[config.mk]
export PLATFORM = sky130hd
export DESIGN_NAME = err_tally
export DESIGN_NICKNAME = d
export VERILOG_FILES = /design/src/rtl/err_tally_pkg.sv /design/src/rtl/tally_cell.sv /design/src/rtl/tally_rdport.sv /design/src/rtl/err_tally.sv
export SDC_FILE = /design/constraint.sdc
export NUM_CORES = 1
export LEC_CHECK = 0
export ABC_CLOCK_PERIOD_IN_PS = 1400
export BUFFER_PORTS_ARGS = -buffer_cell sky130_fd_sc_hd__buf_2
export CORE_MARGIN = 4
export CORE_UTILIZATION = 52
export DETAILED_ROUTE_END_ITERATION = 16
export PLACE_DENSITY = 0.75
export SLEW_MARGIN = 40
export SYNTH_ARGS = -nofsm -noshare
export SYNTH_HDL_FRONTEND = slang
export SYNTH_SLANG_ARGS = --single-unit
[constraint.sdc]
create_clock -name clk_i -period 1.4 [get_ports clk_i]
set_input_delay 0.28 -clock clk_i [delete_from_list [all_inputs] [get_ports clk_i]]
set_output_delay 0.28 -clock clk_i [all_outputs]
set_load 0.01 [all_outputs]
[src/rtl/err_tally_pkg.sv]
package err_tally_pkg;
  parameter int TALLY_W   = 8;
  parameter int TALLY_NUM = 3;
  parameter int TALLY_CEIL = 192;
  parameter int TALLY_IDX_W = 2;
endpackage

[src/rtl/tally_cell.sv]
module tally_cell #(
  parameter int W    = 8,
  parameter int CEIL = 192
) (
  input  logic         clk_i,
  input  logic         rst_i,
  input  logic         inc_i,
  input  logic         clr_i,
  output logic [W-1:0] cnt_o
);
  localparam logic [W-1:0] CEIL_V = W'(CEIL);
  localparam logic [W-1:0] ONE_V  = W'(1);

  always_ff @(posedge clk_i) begin
    if (rst_i) begin
      cnt_o <= '0;
    end else if (clr_i) begin
      // a strobe in the clearing cycle is kept as the first new event
      cnt_o <= inc_i ? ONE_V : '0;
    end else if (inc_i && (cnt_o < CEIL_V)) begin
      cnt_o <= cnt_o + ONE_V;
    end
  end
endmodule

[src/rtl/tally_rdport.sv]
module tally_rdport #(
  parameter int W     = 8,
  parameter int NUM   = 3,
  parameter int IDX_W = 2
) (
  input  logic                    clk_i,
  input  logic                    rst_i,
  input  logic                    rd_en_i,
  input  logic [IDX_W-1:0]        rd_idx_i,
  input  logic [NUM-1:0][W-1:0]   cnt_i,
  output logic [NUM-1:0]          clr_o,
  output logic [W-1:0]            rd_data_o,
  output logic                    rd_valid_o
);
  logic [W-1:0] sel_cnt;

  always_comb begin
    sel_cnt = '0;
    for (int i = 0; i < NUM; i++) begin
      if (rd_idx_i == IDX_W'(i)) sel_cnt = cnt_i[i];
    end
  end

  for (genvar g = 0; g < NUM; g++) begin : g_clr
    assign clr_o[g] = rd_en_i && (rd_idx_i == IDX_W'(g));
  end

  always_ff @(posedge clk_i) begin
    if (rst_i) begin
      rd_data_o  <= '0;
      rd_valid_o <= 1'b0;
    end else begin
      rd_valid_o <= rd_en_i;
      if (rd_en_i) rd_data_o <= sel_cnt;
    end
  end
endmodule

[src/rtl/err_tally.sv]
module err_tally
  import err_tally_pkg::*;
#(
  parameter int W     = TALLY_W,
  parameter int NUM   = TALLY_NUM,
  parameter int CEIL  = TALLY_CEIL,
  parameter int IDX_W = TALLY_IDX_W
) (
  input  logic             clk_i,
  input  logic             rst_i,
  input  logic [NUM-1:0]   inc_i,
  input  logic             rd_en_i,
  input  logic [IDX_W-1:0] rd_idx_i,
  output logic [W-1:0]     rd_data_o,
  output logic             rd_valid_o,
  output logic             service_o
);
  localparam int FLAG_BIT = W - 1;

  logic [NUM-1:0][W-1:0] cnt_q;
  logic [NUM-1:0]        clr;
  logic [NUM-1:0]        high;

  for (genvar g = 0; g < NUM; g++) begin : g_cell
    tally_cell #(.W(W), .CEIL(CEIL)) u_cell (
      .clk_i (clk_i),
      .rst_i (rst_i),
      .inc_i (inc_i[g]),
      .clr_i (clr[g]),
      .cnt_o (cnt_q[g])
    );
    assign high[g] = cnt_q[g][FLAG_BIT];
  end

  tally_rdport #(.W(W), .NUM(NUM), .IDX_W(IDX_W)) u_rd (
    .clk_i      (clk_i),
    .rst_i      (rst_i),
    .rd_en_i    (rd_en_i),
    .rd_idx_i   (rd_idx_i),
    .cnt_i      (cnt_q),
    .clr_o      (clr),
    .rd_data_o  (rd_data_o),
    .rd_valid_o (rd_valid_o)
  );

  assign service_o = |high;
endmodule

==> results.txt <==
- The run finished, with violations left.
- The final reports fail on setup timing.
- The first detailed-routing pass ran for 4 iterations.
- Number of failing hold endpoints at the final stage: 0
* Number of cells on the worst reg-to-reg path: 5
- Hold is met by 0.179 ns.
- The number of global-route vias before repair came to 1531.
- At the worst endpoint, the required time is 1.12 ns.
- The worst setup path is launched from a flop.
- The max-slew violation count is 0.
- In this run the most critical hold path is launched from rst_i.
- Synthesis inferred 33 register bits.
- Worst hold path class: in2reg
* Overflow after GRT: 0
- Setup violations remaining at the end of the flow were counted as 1.
* Internal reg-to-reg setup slack: 0.04 ns
- The area growth from synthesis to layout is 22.0%.
- Slack of the critical path: -0.0710 ns
- Timing would allow up to 0.680 GHz.
* Final total negative setup slack: -0.0710 ns
- Of the synthesized area, sequential elements account for 38.9%.
* Cell depth of the worst min-delay path: 2
- Cell taking the most area after synthesis: dfxtp_1
- In the global route stage, overall resource usage came out at 20.3%.
- The number of nets handed over by synthesis was 195.
- Dividing the synthesized area by the synthesized cell count gives 9.23 µm².
- From left edge to right edge, the die measures 65.1 µm.
- Post-CTS Hold Buffers: 0
- The worst setup path is captured at an output pin.
* Main area contributors after synthesis: dfxtp_1 39%, mux2i_1 7.1%, a21oi_1 5.3%
- The final layout contains 228 nets.
- Data arrival time at the worst-slack endpoint: 1.19 ns
- Count of boundary I/O pins: 18
- The tool flagged a number of max-cap violations equal to 0.
- Net switching is 23.5% of the power.
- Headroom to the max-slew limit came out at 77.6%.
- TritonCTS clock tree: done
* H-tree levels: 2
* Power density cells: 947 nW/µm²
- Cell at the root of the clock tree: clkbuf_4
- The number of clock buffers added by TritonCTS is 5.
- The worst-case IR drop observed on VDD is 0.653 mV.
* Aggregate routed wire length: 4.07 mm
- Total die area: 4240 µm²
* R2r endpoint: g_cell[2].u_cell.cnt_o[1]
* Synthesized instance count: 184
- The initialized floorplan defines 20 standard-cell rows.
* Global-route wire length before repair: 6.77 mm
- Entering global routing, the biggest net connects 17 pins.
- Post-Synthesis Cell Area: 1700 µm²
- Total area of sequential cells: 669 µm²
- The critical path is of the reg2out type.
* Largest fanout on the critical path: 2
- IO Port Bufs: 17
- Leakage power: 0.000839 µW
- Comb power frac: 12.0%
- At the later pin of the worst-skew pair, clock insertion delay measures 0.34 ns.
- The number of antenna diodes in the final layout is 0.
- At the pin with the least slew margin, the transition time is 0.334 ns.
* Routed wire length per instance: 15.5 µm
- In this run the power spent charging and discharging nets is 460 µW.
- Placed Cells: 249
* Initial Util: 55.2%
* Period minus WS final: 1.47 ns
- Share of layout cells above drive strength 1: 31.7%
- The share of total power dissipated in the clock network is 37.9%.
- Clock-pin slew of the registers on the worst-case setup and hold paths: 0.10 ns
- The worst path uses 105% of the clock period.
* Count of antenna-violating nets left after detailed routing: 0
- Distinct cell type count of the synthesized netlist: 35
* Routability Congestion: 0.797
* Clock sink total: 33
- The startpoint identified for the worst register-to-register timing path is g_cell[2].u_cell.cnt_o[7].
- Core footprint: 3080 µm²
- Fill cells in the final layout number 239.
* P_int: 1500 µW
- The die is 65.1 µm tall.
- Antenna violations before repair: 0
* Fraction of synthesized cell area taken by the top area cell type: 38.9%
* Maximum root-to-sink buffer count: 2
- For hold timing, the worst endpoint is g_cell[0].u_cell.cnt_o[0].
- Number of DRC violations after detailed-routing iteration 0: 124
- RSZ-0062 raised after global routing: yes
- Worst clock skew: 0.00993 ns
- DRC: 0
- Once layout is complete, the cells apart from fillers number 262.
- Yosys warns: 0
- Total via count in the routed design: 1554
* Post-detailed-placement half-perimeter wirelength: 2.84 mm
- In the final layout, the multi-input gates occupy 997 µm².
- Using the TritonRoute via totals, the vias-per-cell ratio works out to 5.93.
- Sequential cells burn 50.1% of the power.
[synth_stat cells, drive strengths merged]
cell type  instances
clkbuf             4
a21o               2
a21bo              5
o21ai              4
mux2i             12
dfxtp             33
a2111o             1
buf                6
a211oi             2
o211a              8
a2bb2oi            1
a21oi             18
nand3b            12
or4                9
nor3b              1
or3b               1
o21ba              1
nand4              2
ha                 3
o211ai             8
nor2               2
o31ai              9
or3                6
nor2b              2
mux2               1
nand3              9
nand2             13
inv                8
nor3               1
[power by group through the flow]
stage / Clock, µW / Sequential (µW) / Combinational, µW
2_1_floorplan: 0 / 1010 / 134
3_3_place_gp: 0 / 1000 / 209
3_5_place_dp: 0 / 1000 / 217
4_1_cts: 756 / 980 / 221
5_1_grt: 795 / 985 / 262
6_report: 744 / 981 / 235
[worst max-delay path, cell delays in order (launching register included)]
cell,delay (ns)
dfxtp_2,0.34
or3_4,0.38
buf_6,0.13
[placed cells by master, fill, tap and decap left out, types with 3 or more instances in the layout]
cell type and instances:
inv_1 8, o31ai_1 8, nand2_1 13, buf_2 16
o211ai_1 8, a21oi_2 4, or4_4 3, nand3b_1 11
dfxtp_1 28, mux2i_1 12, or3_1 4, clkbuf_4 5
o211a_1 8, a21oi_1 14, a21bo_2 3, nand3_1 9
dfxtp_2 4, o21ai_0 4, buf_4 19, or4_1 6
[per-stage QoR]
stage	utilization (%)	worst slack, ns	total power [µW]	area (µm²)
2_1_floorplan	-	0.106	1150	1700
3_3_place_gp	61.2	0.0725	1210	1880
3_5_place_dp	61.2	0.0226	1220	1880
4_1_cts	65.4	-0.0717	1960	2010
5_1_grt	67.3	-0.0912	2040	2070
6_report	67.3	-0.0710	1960	2070
[cell families (layout without fill, tap and decap cells)]
group / after synthesis / count (layout) / synth area share, %
AOI/OAI and AO/OA: 59 / 59 / 25.3
buffers and inverters: 18 / 52 / 5.31
and+or+nand+nor: 58 / 58 / 20.6
muxes: 13 / 13 / 7.74
DFF: 33 / 33 / 38.9
adders and majority gates: 3 / 3 / 2.21
[state kept, by name, indices dropped and copies added, names as in the netlist]
signal,cells
u_rd.rd_valid_o,1
g_cell.u_cell.cnt_o,24
u_rd.rd_data_o,8
[how the worst max path moves through the flow]
stage	from	slack, ns	to	cells after the start
final	g_cell[1].u_cell.cnt_o[7]	-0.07	service_o	2
after global routing	g_cell[1].u_cell.cnt_o[7]	-0.09	service_o	2
after CTS	g_cell[1].u_cell.cnt_o[7]	-0.07	service_o	2
after detailed placement	rd_idx_i[0]	0.02	g_cell[0].u_cell.cnt_o[1]	4
after global placement	rd_idx_i[0]	0.07	g_cell[0].u_cell.cnt_o[1]	4
after floorplan	g_cell[1].u_cell.cnt_o[7]	0.11	g_cell[1].u_cell.cnt_o[4]	4
[layout make-up]
cell class                      instances  share of cell area (%)
Multi-Input combinational cell        133                    48.2
Inverter                                8                    1.45
Clock buffer                            7                    2.66
Timing Repair Buffer                   36                    11.3
Clock inverter                          1                    1.45
Tap cell                               44                    2.66
Sequential cell                        33                    32.3
[layer usage]
metal	vias up	wire, µm	global-route usage, %	share of wire (%)
met1	752	1830	26.7	45
li1	761	-	-	-
met4	0	51	6.99	1.3
met5	-	0	0	0
met2	34	1990	32.8	49
met3	7	197	4.79	4.8
[what timing repair did]
item,in CTS,in global routing
endpoints found under the setup margin,1,10
pin swaps,1,10
buffers inserted,3,2
gates resized for setup,7,13
Note: power is estimated with default switching activity, not from simulation.
